File: src/rtl/rxaf_pkg.sv
package rxaf_pkg;
  typedef struct packed {
    logic clear;
    logic take;
    logic decide;
  } filtStrobe_t;

  typedef struct packed {
    logic isShort;
    logic addrDone;
    logic stationHit;
    logic bcastHit;
    logic mcastBit;
    logic hashBit;
  } filtStatus_t;
endpackage

File: src/rtl/rxaf_datapath.sv
module rxaf_datapath
  import rxaf_pkg::*;
#(
  parameter int ADDR_BYTES = 6,
  parameter int RUNT_LEN   = 13,
  parameter int CNT_W      = 6,
  parameter int HASH_W     = 64,
  parameter int GROUP_BITS = 4,
  parameter logic [31:0] POLY = 32'hEDB88320
) (
  input  logic                      clk,
  input  logic                      rstN,
  input  filtStrobe_t               stb,
  input  logic [7:0]                byteData,
  input  logic [ADDR_BYTES*8-1:0]   stationAddr,
  input  logic [HASH_W-1:0]         hashTable,
  input  logic                      groupMode,
  output filtStatus_t               status
);
  localparam int ADDR_W = ADDR_BYTES * 8;
  localparam int IDX_W  = $clog2(HASH_W);

  logic [CNT_W-1:0]  byteCnt;
  logic [31:0]       crcReg;
  logic [ADDR_W-1:0] addrVec;
  logic [ADDR_W-1:0] cmpMask;
  logic              inAddr;

  function automatic logic [31:0] crcStep(input logic [31:0] c, input logic [7:0] d);
    logic [31:0] r;
    r = c;
    for (int b = 0; b < 8; b++) begin
      if (r[0] ^ d[b]) r = (r >> 1) ^ POLY;
      else             r = r >> 1;
    end
    return r;
  endfunction

  assign inAddr = byteCnt < CNT_W'(ADDR_BYTES);

  always_ff @(posedge clk) begin
    if (!rstN || stb.clear) begin
      byteCnt <= '0;
      crcReg  <= '1;
    end else if (stb.take) begin
      if (byteCnt != '1) byteCnt <= byteCnt + 1'b1;
      if (inAddr) crcReg <= crcStep(crcReg, byteData);
    end
  end

  for (genvar i = 0; i < ADDR_BYTES; i++) begin : gLane
    logic [7:0] laneQ;
    always_ff @(posedge clk) begin
      if (!rstN || stb.clear) laneQ <= '0;
      else if (stb.take && byteCnt == CNT_W'(i)) laneQ <= byteData;
    end
    assign addrVec[i*8 +: 8] = laneQ;
  end

  always_comb begin
    cmpMask = '1;
    if (groupMode) cmpMask[ADDR_W-1 -: GROUP_BITS] = '0;
  end

  always_comb begin
    status.isShort    = byteCnt < CNT_W'(RUNT_LEN);
    status.addrDone   = !inAddr;
    status.stationHit = !inAddr && (((addrVec ^ stationAddr) & cmpMask) == '0);
    status.bcastHit   = !inAddr && (addrVec == '1);
    status.mcastBit   = !inAddr && addrVec[0];
    status.hashBit    = hashTable[crcReg[IDX_W-1:0]];
  end
endmodule

File: src/rtl/rxaf_control.sv
module rxaf_control
  import rxaf_pkg::*;
(
  input  logic        clk,
  input  logic        rstN,
  input  logic        frameStart,
  input  logic        byteValid,
  input  logic        frameEnd,
  input  logic [1:0]  matchMode,
  input  logic        hashEnable,
  input  logic        runtReject,
  input  filtStatus_t status,
  output filtStrobe_t stb,
  output logic        decisionValid,
  output logic        accept,
  output logic        hashHit
);
  logic inFrame;
  logic lenOk;
  logic addrOk;
  logic hashOnly;
  logic mcastPass;

  always_comb begin
    stb.clear  = frameStart;
    stb.take   = byteValid && inFrame && !frameStart;
    stb.decide = frameEnd && inFrame && !frameStart;
  end

  always_ff @(posedge clk) begin
    if (!rstN)          inFrame <= 1'b0;
    else if (frameStart) inFrame <= 1'b1;
    else if (frameEnd)   inFrame <= 1'b0;
  end

  always_comb begin
    lenOk     = !(runtReject && status.isShort);
    mcastPass = status.mcastBit && (!hashEnable || status.hashBit);
    hashOnly  = 1'b0;
    unique case (matchMode)
      2'd0: addrOk = status.stationHit;
      2'd1: addrOk = status.stationHit || status.bcastHit;
      2'd2: addrOk = 1'b1;
      default: begin
        addrOk   = status.stationHit || status.bcastHit || mcastPass;
        hashOnly = hashEnable && status.mcastBit && status.hashBit &&
                   !status.stationHit && !status.bcastHit;
      end
    endcase
  end

  always_ff @(posedge clk) begin
    if (!rstN) begin
      decisionValid <= 1'b0;
      accept        <= 1'b0;
      hashHit       <= 1'b0;
    end else begin
      decisionValid <= stb.decide;
      accept        <= stb.decide && lenOk && addrOk;
      hashHit       <= stb.decide && lenOk && hashOnly;
    end
  end
endmodule

File: src/rtl/rxAddrFilter.sv
module rxAddrFilter
  import rxaf_pkg::*;
#(
  parameter int ADDR_BYTES = 6,
  parameter int RUNT_LEN   = 13,
  parameter int CNT_W      = 6,
  parameter int HASH_W     = 64
) (
  input  logic                    clk,
  input  logic                    rstN,
  input  logic                    frameStart,
  input  logic                    byteValid,
  input  logic [7:0]              byteData,
  input  logic                    frameEnd,
  input  logic [ADDR_BYTES*8-1:0] stationAddr,
  input  logic [HASH_W-1:0]       hashTable,
  input  logic [1:0]              matchMode,
  input  logic                    hashEnable,
  input  logic                    groupMode,
  input  logic                    runtReject,
  output logic                    decisionValid,
  output logic                    accept,
  output logic                    hashHit
);
  filtStrobe_t stb;
  filtStatus_t status;

  rxaf_datapath #(
    .ADDR_BYTES(ADDR_BYTES), .RUNT_LEN(RUNT_LEN), .CNT_W(CNT_W), .HASH_W(HASH_W)
  ) dp (
    .clk(clk), .rstN(rstN), .stb(stb), .byteData(byteData),
    .stationAddr(stationAddr), .hashTable(hashTable), .groupMode(groupMode),
    .status(status)
  );

  rxaf_control ctl (
    .clk(clk), .rstN(rstN), .frameStart(frameStart), .byteValid(byteValid),
    .frameEnd(frameEnd), .matchMode(matchMode), .hashEnable(hashEnable),
    .runtReject(runtReject), .status(status), .stb(stb),
    .decisionValid(decisionValid), .accept(accept), .hashHit(hashHit)
  );
endmodule

File: config.mk
export PLATFORM = sky130hd
export DESIGN_NAME = rxAddrFilter
export DESIGN_NICKNAME = d
export VERILOG_FILES = /design/src/rtl/rxaf_pkg.sv /design/src/rtl/rxaf_datapath.sv /design/src/rtl/rxaf_control.sv /design/src/rtl/rxAddrFilter.sv
export SDC_FILE = /design/constraint.sdc
export NUM_CORES = 1
export LEC_CHECK = 0
export BUFFER_PORTS_ARGS = -buffer_cell sky130_fd_sc_hd__buf_4
export CORE_UTILIZATION = 30
export DETAILED_ROUTE_END_ITERATION = 12
export SETUP_SLACK_MARGIN = 0.02
export SLEW_MARGIN = 20
export SYNTH_ARGS = -nofsm -noshare
export SYNTH_HDL_FRONTEND = slang
export SYNTH_SLANG_ARGS = --single-unit
File: constraint.sdc
create_clock -name clk -period 3.1 [get_ports clk]
set_input_delay 0.155 -clock clk [delete_from_list [all_inputs] [get_ports clk]]
set_output_delay 0.155 -clock clk [all_outputs]
set_load 0.03 [all_outputs]
## Yosys cells after proc, flatten, opt, wreduce, memory -nomap -nowiden

Cells that the tools add are included.

- Reductions and logical operators: 40
- Bitwise operators: 18
- Equality and inequality tests: 9
- $lt $le $gt $ge: 3
- Add/subtract/negate cells: 1
- Multiplexer cells: 36

Operators with widths:

| cell | number |
|---|---|
| 32-bit 2-to-1 mux | 29 |
| 13-bit NOT with 14-bit output | 8 |
| 48-bit AND | 1 |
| 48-bit equality test, second input constant | 1 |
| 48-bit zero test | 1 |
| 48-bit bitwise XOR | 1 |
| 1-bit logical AND | 22 |
| 6-bit by 2-bit equality test with 1-bit output, second input constant | 2 |
| 6-bit by 3-bit equality test with 1-bit output, second input constant | 2 |
| 1-bit bitwise XOR | 8 |
| 1-bit zero test | 7 |
| 6-bit by 7-bit less-than comparator with 1-bit output, second input constant | 1 |
| 6-bit by 1-bit adder with 6-bit output, second input constant | 1 |
| 1-bit binary-select mux with 6-bit select | 1 |
| 6-bit by 1-bit equality test with 1-bit output, second input constant | 1 |
| 6-bit zero test | 1 |
| 6-bit by 3-bit less-than comparator with 1-bit output, second input constant | 1 |
| 6-bit by 4-bit less-than comparator with 1-bit output, second input constant | 1 |
| 6-bit inequality test, second input constant | 1 |
| 1-bit logical OR | 4 |
| 1-bit 2-to-1 mux | 4 |
| 4-bit 2-to-1 mux | 1 |
| 2-bit AND reduction | 2 |
| 1-bit case mux with 3 select lines | 1 |
| 5 further kinds | 5 |

- Input port bits: 130
- Logic and storage cells: 119
- Bits in registers: 90
- Output and inout port bits: 3

## Logic depth before layout (Yosys ltp)

Gate-level depths: netlist of run 1.

- Depth in word-level cells: 37
- Depth in mapped cells: 8

## By module

From an unflattened synthesis of run 1, not the netlist that was laid out.

- Cells, all modules: 533
- Area, all modules: 5,520.3 um^2

Modules (own cells, without submodules):

| module | cells each | sequential area each (um^2) | instances | area each (um^2) |
|---|---|---|---|---|
| rxaf_datapath | 513 | 1,721.7 | 1 | 5,330.1 |
| rxaf_control | 20 | 80.1 | 1 | 190.2 |

## Worst setup path before layout of run 1

Ideal clock, no wire load.

- Kind: register to register
- From: reg dp.crcReg[1]
- To: reg ctl.accept
- Arrival time: 2,037 ps
- Clock period less this slack: 2,158 ps
- Path slack: 942 ps
- Library setup time: 122 ps
- Cell stages (with the launch flop): 7
- Cells stage by stage: dfxtp_1 buf_6 mux4_2 mux2_4 a221oi_2 o32ai_2 o311a_1

- Cells in the longest elaborated chain, start to end: 7

Ends and longest elaborated chain:

| what | line | text |
|---|---|---|
| from (decl) | rxaf_datapath.sv:24 | `logic [31:0] crcReg;` |
| from (signal assigned) | rxaf_datapath.sv:47 | `if (inAddr) crcReg <= crcStep(crcReg, byteData);` |
| 1-bit binary-select mux with 6-bit select | rxaf_datapath.sv:71 | `status.hashBit = hashTable[crcReg[IDX_W-1:0]];` |
| 1-bit 2-to-1 mux (implied by the code) | rxaf_datapath.sv:71 |  |
| 1-bit logical OR | rxaf_control.sv:38 | `mcastPass = status.mcastBit && (!hashEnable \|\| status.hashBit);` |
| 1-bit logical AND | rxaf_control.sv:38 |  |
| 1-bit logical OR | rxaf_control.sv:45 | `addrOk = status.stationHit \|\| status.bcastHit \|\| mcastPass;` |
| 1-bit case mux with 3 select lines | rxaf_control.sv:40 | `unique case (matchMode)` |
| 1-bit logical AND | rxaf_control.sv:59 | `accept <= stb.decide && lenOk && addrOk;` |
| to (signal assigned) | rxaf_control.sv:59 |  |
| to (decl) | rxaf_control.sv:15 | `output logic accept,` |

Every way passes these cells. The select of a mux whose other input is x is not followed.
A chain may end at the register's enable or synchronous reset.

## Worst setup path in the final report of run 1

Same ends and word-level chain as after synthesis.

==> impl_metrics.yaml, run 1 <==
synthesis:
  synth_edf_count: 0
  synth_area_per_cell_um2: 9.36
  synthTopCellsByArea: "dfxtp_1 (34%), xor2_1 (11%), xnor2_1 (6.6%)"
  synth_area_leader_cell: "dfxtp_1"
  postSynthCellCount: 570
  yosysWarnings: 0
  netlist-cell-type-count: 51
  synth_area_um2: 5340
  synth_common_cells: "dfxtp_1 (90), nand2_1 (73), xor2_1 (70)"
  synth_top_cell_area_share: 0.338
  ys_seq_area_frac: 0.338
  yosysMostFrequentCell: "dfxtp_1"
  ys_seq_elements: 90
  synth_ff_type: "dfxtp_1"
  ys_async_sr_fraction: 0
  syn_nets: 705
pwr:
  power.share.clock: 0.381
  sw_frac_of_total: 0.272
  p_comb_frac: 0.195
  power.internal_uw: 2020
  leakagePower_uw: 0.00299
  peakVddDrop_mv: 0.278
  share_seq_of_total_power: 0.424
  p_total_uw: 2770
  switchingPower_uw: 754
  p_per_area_nw_per_um2: 408
sta:
  rsz0062_at_grt: "false"
  hold_slack_ps: 37.8
  setup_viol: 0
  slew_violations: 0
  period_minus_slack_ps: 2390
  setup-tns-final_ps: 0
  hold_viol_final: 0
  finalCritPeriodShare: 0.772
  max_freq_ghz: 0.418
  worst_pin_slew_ps: 674
  slew_headroom: 0.550
  clock_skew_ps: 10.4
layout:
  ff_latch_area_um2: 1800
  multi_input_area_um2: 3320
  nFillCells: 1758
  areaGrowthSynthToFinish_pct: 27.1
  finish.utilization: 0.391
  finalNetCount: 819
  antenna_cells: 0
  final_cells: 914
  drive_above_1_share: 0.274
worst_setup_path:
  r2r_setup_slack_ps: 710
  worst-path-max-fanout: 10
  cp.required_ps: 3330
  critPathTopFamily: "multiplexers"
  cp-startpoint: "dp.crcReg[1]"
  r2r_end: "ctl.accept"
  cp_slowest_cell: "dfxtp_1"
  slowest_delay_ps: 610
  critical_path.cell_chain: "mux4_1 -> mux2_4 -> a221oi_2 -> o32ai_2 -> o311a_1"
  cp-end-kind: "flip-flop"
  crit_type: "reg2reg"
  worst_ep_arrival_time_ps: 2620
  path_buf_inv: 0
  rr_startpoint: "dp.crcReg[1]"
  crit_cells: 5
  crit_end: "ctl.accept"
  cp-start-kind: "flip-flop"
  reg2reg_depth: 5
placed_design:
  dp.cells: 898
  io_buffer_count: 132
  gp_congestion: 0.851
  place_hpwl_um: 11800
floorplanning:
  rows: 48
  core_area_um2: 17400
  die_w_um: 135
  dieHeight_um: 135
  die_area_um2: 18300
  io_pins: 133
  initial_core_util: 0.308
drt:
  vias_per_cell: 4.84
  first_iter_violations: 273
  wirelength_um: 15200
  vias: 4426
  dr.pass1.iters: 4
  ant_nets: 0
  wl_per_cell_um: 16.6
  drc: 0
run:
  cap_violations: 0
clock_network:
  holdBufCountCts: 0
  clock-sinks: 90
  htreeDepth: 3
  cts.clk_slew.worst_paths_ps: 70
  cts_resized: 0
  cts_tree: "done"
  cts_setup_buffers: 0
  cts_buffers: 9
  cts_buffer_depth: 2
  ctsRootBufferMaster: "clkbuf_16"
  clkLatencyLatePin_ps: 350
global_routing:
  grt_overflow: 0
  antenna_found_initial: 0
  grt_use_total: 0.169
  grt_pass1_vias: 4408
  grt_pass1_wl_um: 23500
  grt_max_degree: 65
outcome:
  status: "completed"
hold_path:
  hp-start: "rstN"
  hp-class: "in2reg"
[worst reg2reg max path, delay by kind of cell, from the launching register on]
family          cells  cell delay [ps]
compound gates      3              770
flops               1              610
mux                 2              900
[layout make-up]
class,count,share of cell area
clock buffers,9,0.0332
clock inverters,7,0.00867
inverters,5,0.00277
multi-input cells,435,0.490
flip-flops and latches,90,0.266
well taps,225,0.0415
repair buffers,143,0.158
[placed cells by master, fill, tap and decap left out, types with 2 or more instances in the layout]
| master | instances |
|---|---|
| a221oi_1 | 2 |
| o211ai_1 | 31 |
| mux2_2 | 2 |
| mux4_2 | 7 |
| nand4_1 | 16 |
| buf_4 | 143 |
| nand2_1 | 73 |
| inv_1 | 5 |
| nand3_1 | 36 |
| xor2_1 | 70 |
| and3_1 | 2 |
| mux2i_1 | 23 |
| nand2b_1 | 3 |
| inv_6 | 3 |
| nor2b_2 | 2 |
| a21oi_1 | 35 |
| ha_1 | 5 |
| clkbuf_16 | 9 |
| dfxtp_1 | 90 |
| xnor2_1 | 40 |
| nor2_1 | 26 |
| xnor2_2 | 13 |
| o21ai_1 | 2 |
| mux4_1 | 8 |
| nor4_1 | 15 |
[cells by family after synthesis]
family,synth area share
AO/OA/AOI/OAI,0.103
AND/OR/NAND/NOR,0.162
buffers and inverters,0.0417
XOR/XNOR,0.225
flip-flops,0.338
adder cells (fa/ha/maj),0.0117
multiplexers,0.119
[layer usage]
layer | GRT usage | share of wire | up-vias
met5 | 0 | 0 | -
met4 | 0.0474 | 0.017 | 0
met3 | 0.0296 | 0.040 | 21
met2 | 0.285 | 0.48 | 87
met1 | 0.221 | 0.46 | 2077
li1 | - | - | 2241
[stage by stage]
stage / cell area [um^2] / worst slack (ps)
finish: 6780 / 707
global route: 6780 / 575
CTS: 6780 / 669
detailed placement: 6500 / 684
global placement: 6500 / 751
floorplan: 5340 / 942
[power groups by stage]
| stage | Combinational [uW] | Clock (uW) | Sequential (uW) |
|---|---|---|---|
| floorplan | 342 | 0 | 1200 |
| global placement | 545 | 0 | 1200 |
| detailed placement | 543 | 0 | 1200 |
| CTS | 546 | 1080 | 1170 |
| global route | 586 | 1120 | 1180 |
| finish | 540 | 1050 | 1170 |
[worst min path at each step]
stage                        to  cells past startpoint  slack (ps)
floorplan           ctl.inFrame                      1         270
global placement    ctl.inFrame                      2         380
detailed placement  ctl.inFrame                      2         390
CTS                 ctl.inFrame                      2          20
global route        ctl.inFrame                      2          30
finish              ctl.inFrame                      2          40
[registers in the layout (all words and copies together), names as in the netlist]
signal and cells:
ctl.accept 1, ctl.decisionValid 1, ctl.hashHit 1, ctl.inFrame 1, dp.byteCnt 6, dp.crcReg 32, dp.gLane.laneQ 48
No activity file was read; power rests on OpenSTA's default activity.
==> run 2, diff against run 1 <==
--- a/config.mk
+++ b/config.mk
@@ -5,6 +5,7 @@
 export SDC_FILE = /design/constraint.sdc
 export NUM_CORES = 1
 export LEC_CHECK = 0
+export ABC_AREA = 1
 export BUFFER_PORTS_ARGS = -buffer_cell sky130_fd_sc_hd__buf_4
 export CORE_UTILIZATION = 30
 export DETAILED_ROUTE_END_ITERATION = 12
==> constraint.sdc (replaced) <==
create_clock -name clk -period 2.4 [get_ports clk]
set_input_delay 0.12 -clock clk [delete_from_list [all_inputs] [get_ports clk]]
set_output_delay 0.12 -clock clk [all_outputs]
set_load 0.03 [all_outputs]
==> impl_metrics.yaml, run 2 <==
worst_setup_path:
  path_buf_inv: 1
  worst-path-max-fanout: 18
  crit_top_cell: "nand2_1"
  critPathTopFamily: "XOR/XNOR gates"
  cp-end-kind: "flip-flop"
  worst_ep_arrival_time_ps: 2200
  cp.required_ps: 2640
  slowest_delay_ps: 370
  cp_slowest_cell: "dfxtp_1"
  cp-start-kind: "flip-flop"
  critical_path.cell_chain: "clkinv_2 -> nand2_2 -> nand2_4 -> xor2_2 -> xor2_4 -> xnor2_1 -> nand2_1 -> nand3_1 -> nand2_1"
  crit_type: "reg2reg"
synthesis:
  netlist-cell-type-count: 39
  synth_top_cell_area_share: 0.325
  yosysWarnings: 0
  ys_seq_area_frac: 0.325
  ys_async_sr_fraction: 0
  yosysMostFrequentCell: "nand2_1"
  ys_seq_elements: 90
  postSynthCellCount: 801
  synthTopCellsByArea: "dfxtp_1 (32%), nand2_1 (12%), a21oi_1 (7.2%)"
  synth_area_per_cell_um2: 6.93
  synth_ff_type: "dfxtp_1"
  synth_common_cells: "nand2_1 (173), dfxtp_1 (90), a21oi_1 (80)"
  synth_area_um2: 5550
  syn_nets: 936
  synth_edf_count: 0
  synth_area_leader_cell: "dfxtp_1"
sta:
  hold_viol_final: 0
  max_freq_ghz: 0.510
  setup_viol: 0
  clock_skew_ps: 7.88
  finalCritPeriodShare: 0.818
  slew_headroom: 0.515
  period_minus_slack_ps: 1960
  rsz0062_at_grt: "false"
  worst_pin_slew_ps: 727
  setup-tns-final_ps: 0
  slew_violations: 0
floorplanning:
  rows: 49
  die_area_um2: 19000
  io_pins: 133
  dieHeight_um: 138
  core_area_um2: 18000
  initial_core_util: 0.308
  die_w_um: 138
drt:
  drc: 0
  wl_per_cell_um: 14.4
  dr.pass1.iters: 5
  ant_nets: 0
  vias_per_cell: 4.71
  vias: 5474
  wirelength_um: 16800
  first_iter_violations: 317
layout:
  reg_top3: "dp.gLane.laneQ: 48 flops, dp.crcReg: 32 flops, dp.byteCnt: 6 flops"
  drive_above_1_share: 0.196
  most-common-layout-cells: "nand2_1 (173), buf_4 (145), dfxtp_1 (90)"
  multi_input_area_um2: 3300
  largest_reg_flops: 48
  finish.utilization: 0.393
  final_common_cell: "nand2_1"
  finalNetCount: 1062
  final_area_um2: 7080
  top_register: "dp.gLane.laneQ"
  areaGrowthSynthToFinish_pct: 27.5
  antenna_cells: 0
  nFillCells: 1927
  ff_latch_area_um2: 1800
clock_network:
  cts_setup_buffers: 0
  ctsRootBufferMaster: "clkbuf_16"
  cts_buffer_depth: 2
  holdBufCountCts: 0
  clkLatencyLatePin_ps: 350
  clock-sinks: 90
  cts_resized: 0
  htreeDepth: 3
  cts.clk_slew.worst_paths_ps: 70
  cts_tree: "done"
  cts_buffers: 9
run:
  cap_violations: 0
pwr:
  peakVddDrop_mv: 0.352
  leakagePower_uw: 0.00311
  p_per_area_nw_per_um2: 508
global_routing:
  grt_overflow: 0
  grt_max_degree: 65
  grt_pass1_vias: 5137
  antenna_found_initial: 0
  grt_pass1_wl_um: 26800
  grt_use_total: 0.177
placed_design:
  io_buffer_count: 132
  gp_congestion: 0.892
  dpl_cell_area_um2: 6780
  place_hpwl_um: 12800
hold_path:
  hp-class: "in2reg"
outcome:
  status: "completed"
-- run 2: cell types whose count changed after synthesis, moves of 32 or more --
| cell | previous run | this run |
|---|---|---|
| a21oi_1 | 35 | 80 |
| inv_1 | 5 | 71 |
| nand2_1 | 73 | 173 |
| nand3_1 | 36 | 69 |
| o21ai_0 | 1 | 71 |
| xor2_1 | 70 | 38 |
-- run 2: through the flow --
stage / setup slack (ps) / std cells / hold WS [ps] / total power (uW)
5_1_grt: 222 / 1161 / 33.9 / 3750
3_3_place_gp: 497 / 1145 / 386 / 2190
6_report: 438 / 1161 / 24.2 / 3600
2_1_floorplan: 741 / 801 / 252 / 1920
4_1_cts: 421 / 1161 / 18.0 / 3620
3_5_place_dp: 470 / 1145 / 386 / 2200
-- run 2: final timing paths --
path	startpoint	end	slack, ps	cells after the start
worst min-delay path	frameEnd	ctl.inFrame	20	4
worst max register to register	dp.crcReg[0]	dp.crcReg[19]	440	9
worst max-delay path	dp.crcReg[0]	dp.crcReg[19]	440	9
worst min register to register	dp.byteCnt[5]	dp.byteCnt[5]	480	1
-- run 2: power breakdown --
part | total (uW) | switching (uW) | internal [uW] | leakage (uW)
Clock | 1440 | 620 | 816 | 0.000140
Combinational | 644 | 336 | 308 | 0.00224
Sequential | 1520 | 10.9 | 1510 | 0.000728
Total | 3600 | 967 | 2630 | 0.00311
-- run 2: kinds of logic after synthesis --
kind of cell / synth area share
flip-flops: 0.325
buffers and inverters: 0.0821
AND/OR/NAND/NOR: 0.255
AO/OA/AOI/OAI: 0.175
adder cells (fa/ha/maj): 0.0113
XOR/XNOR: 0.151
-- run 2: cell type report --
class                   count  share of cell area
multi-input cells         602               0.466
flip-flops and latches     90               0.255
repair buffers            145               0.154
inverters                  79              0.0428
well taps                 229              0.0405
clock buffers              11              0.0329
clock inverters             5             0.00902
-- run 2: layer usage --
layer / GRT usage / vias up / share of wire
li1: - / 2890 / -
met3: 0.0398 / 17 / 0.042
met4: 0.0416 / 0 / 0.014
met1: 0.225 / 2453 / 0.46
met2: 0.303 / 114 / 0.49
met5: 0 / - / 0
-- run 2: tightest hold or removal path, stage by stage --
cell	delay [ps]
buf_4	80
inv_1	30
nand2_1	50
a21oi_1	50
==> run 3, diff against run 2 <==
--- a/config.mk
+++ b/config.mk
@@ -5,7 +5,7 @@
 export SDC_FILE = /design/constraint.sdc
 export NUM_CORES = 1
 export LEC_CHECK = 0
-export ABC_AREA = 1
+export ABC_AREA = 0
 export BUFFER_PORTS_ARGS = -buffer_cell sky130_fd_sc_hd__buf_4
 export CORE_UTILIZATION = 30
 export DETAILED_ROUTE_END_ITERATION = 12
==> constraint.sdc (replaced) <==
create_clock -name clk -period 1.75 [get_ports clk]
set_input_delay 0.0875 -clock clk [delete_from_list [all_inputs] [get_ports clk]]
set_output_delay 0.0875 -clock clk [all_outputs]
set_load 0.03 [all_outputs]
==> impl_metrics.yaml, run 3 (synthesis results as in run 1) <==
outcome:
  status: "finished, violations left"
  violations: "negative setup slack"
drt:
  ant_nets: 0
  drc: 0
  first_iter_violations: 257
  vias_per_cell: 4.80
  wl_per_cell_um: 16.3
  vias: 4933
  wirelength_um: 16700
  dr.pass1.iters: 4
sta:
  slew_headroom: 0.626
  setup_viol: 16
  finalCritPeriodShare: 1.18
  period_minus_slack_ps: 2070
  max_freq_ghz: 0.484
  clock_skew_ps: 12.1
  worst_pin_slew_ps: 559
  slew_violations: 0
  rsz0062_at_grt: "true"
  hold_viol_final: 0
  worst_slack_ps: -317
global_routing:
  antenna_found_initial: 0
  grt_use_total: 0.180
  grt_pass1_vias: 4729
  grt_pass1_wl_um: 25200
  grt_overflow: 0
  grt_max_degree: 65
layout:
  reg_top3: "dp.gLane.laneQ: 48 flops, dp.crcReg: 32 flops, dp.byteCnt: 6 flops"
  most-common-layout-cells: "buf_4 (231), dfxtp_1 (86), nand2_1 (69)"
  finish.utilization: 0.469
  antenna_cells: 0
  finalNetCount: 933
  largest_reg_flops: 48
  areaGrowthSynthToFinish_pct: 52.6
  final_common_cell: "buf_4"
  top_register: "dp.gLane.laneQ"
  drive_above_1_share: 0.416
clock_network:
  cts_buffer_depth: 2
  clock-sinks: 90
  cts_tree: "done"
  cts.clk_slew.worst_paths_ps: 70
  htreeDepth: 3
  clkLatencyLatePin_ps: 350
  ctsRootBufferMaster: "clkbuf_16"
  cts_buffers: 9
worst_setup_path:
  cp-end-kind: "flip-flop"
  worst-path-max-fanout: 7
  cp-start-kind: "flip-flop"
  cp.required_ps: 1990
  worst_ep_arrival_time_ps: 2300
  crit_type: "reg2reg"
pwr:
  leakagePower_uw: 0.00373
  p_per_area_nw_per_um2: 690
  peakVddDrop_mv: 0.553
floorplanning:
  die_area_um2: 18300
  core_area_um2: 17400
  initial_core_util: 0.308
  io_pins: 133
  die_w_um: 135
  rows: 48
  dieHeight_um: 135
placed_design:
  gp_congestion: 0.835
  io_buffer_count: 132
  dp_slack_ps: -439
  place_hpwl_um: 12200
hold_path:
  hp-class: "in2reg"
run:
  cap_violations: 0
run 3: cell count changes in the layout (fill, tap and decap cells not counted), sizes merged, moves of 9 or more:
cell    before  now
a21oi       80   35
buf        145  254
inv         76    5
mux2i        0   23
mux4         0   15
nand2      179   73
nand3       69   36
nor2        50   26
nor3        11    0
nor4         0   16
o211ai      12   31
o21ai       77    3
xnor2       44   53
xor2        42   70
run 3: layout make-up:
class / count / area, um^2
clock buffer: 10 / 229
clock inverter: 5 / 80.1
multi-input combinational: 435 / 3630
sequential: 90 / 1810
fill: 1634 / 9210
tap: 225 / 282
timing repair buffer: 257 / 2090
inverter: 5 / 18.8
run 3: through the flow:
| stage | hold WS (ps) | cell area, um^2 | cells | TNS, ps | power (uW) |
|---|---|---|---|---|---|
| floorplan | 205 | 5390 | 570 | -1050 | 2730 |
| finish | 7.65 | 8140 | 1027 | -1510 | 5620 |
| detailed placement | 320 | 7260 | 991 | -2110 | 3220 |
| global route | 1.35 | 8140 | 1027 | -2990 | 5820 |
| CTS | 0.0143 | 7870 | 1017 | -2170 | 5490 |
| global placement | 317 | 7260 | 991 | -1850 | 3220 |
run 3: repair_timing:
action                                  in CTS  in global routing
endpoints found under the setup margin      26                 51
setup buffers                                9                 13
pin swaps                                   16                 20
hold buffers                                 2                  0
resized for setup                           34                 33
hold endpoints to repair                     1                  0
gates cloned                                 0                  1
run 3: final timing paths:
| check | end | start | slack [ps] | depth (start not counted) |
|---|---|---|---|---|
| max reg2reg | ctl.accept | dp.crcReg[0] | -320 | 6 |
| min | ctl.hashHit | matchMode[1] | 8 | 3 |
| min reg2reg | dp.gLane[0].laneQ[6] | dp.gLane[0].laneQ[6] | 490 | 2 |
| max | ctl.accept | dp.crcReg[0] | -320 | 6 |
run 3: worst max-delay path, cell delays in order, from the launching register on:
cell and delay, ps:
dfxtp_2 360, buf_12 130, mux4_2 490, mux4_2 490, inv_2 70, o32ai_2 80
o311a_1 320
run 3: power by group:
group | total [uW] | internal (uW) | switching (uW)
Clock | 2100 | 1240 | 854
Combinational | 1440 | 838 | 606
Sequential | 2080 | 2060 | 13.9
run 3: metal layers:
metal  track usage  up-vias  routed length (um)  part of all wire
met2         0.292      138                7920              0.47
met4        0.0418        0                 221             0.013
met1         0.243     2315                7570              0.45
li1              -     2463                   -                 -
met5             0        -                   0                 0
met3        0.0378       17                 983             0.059
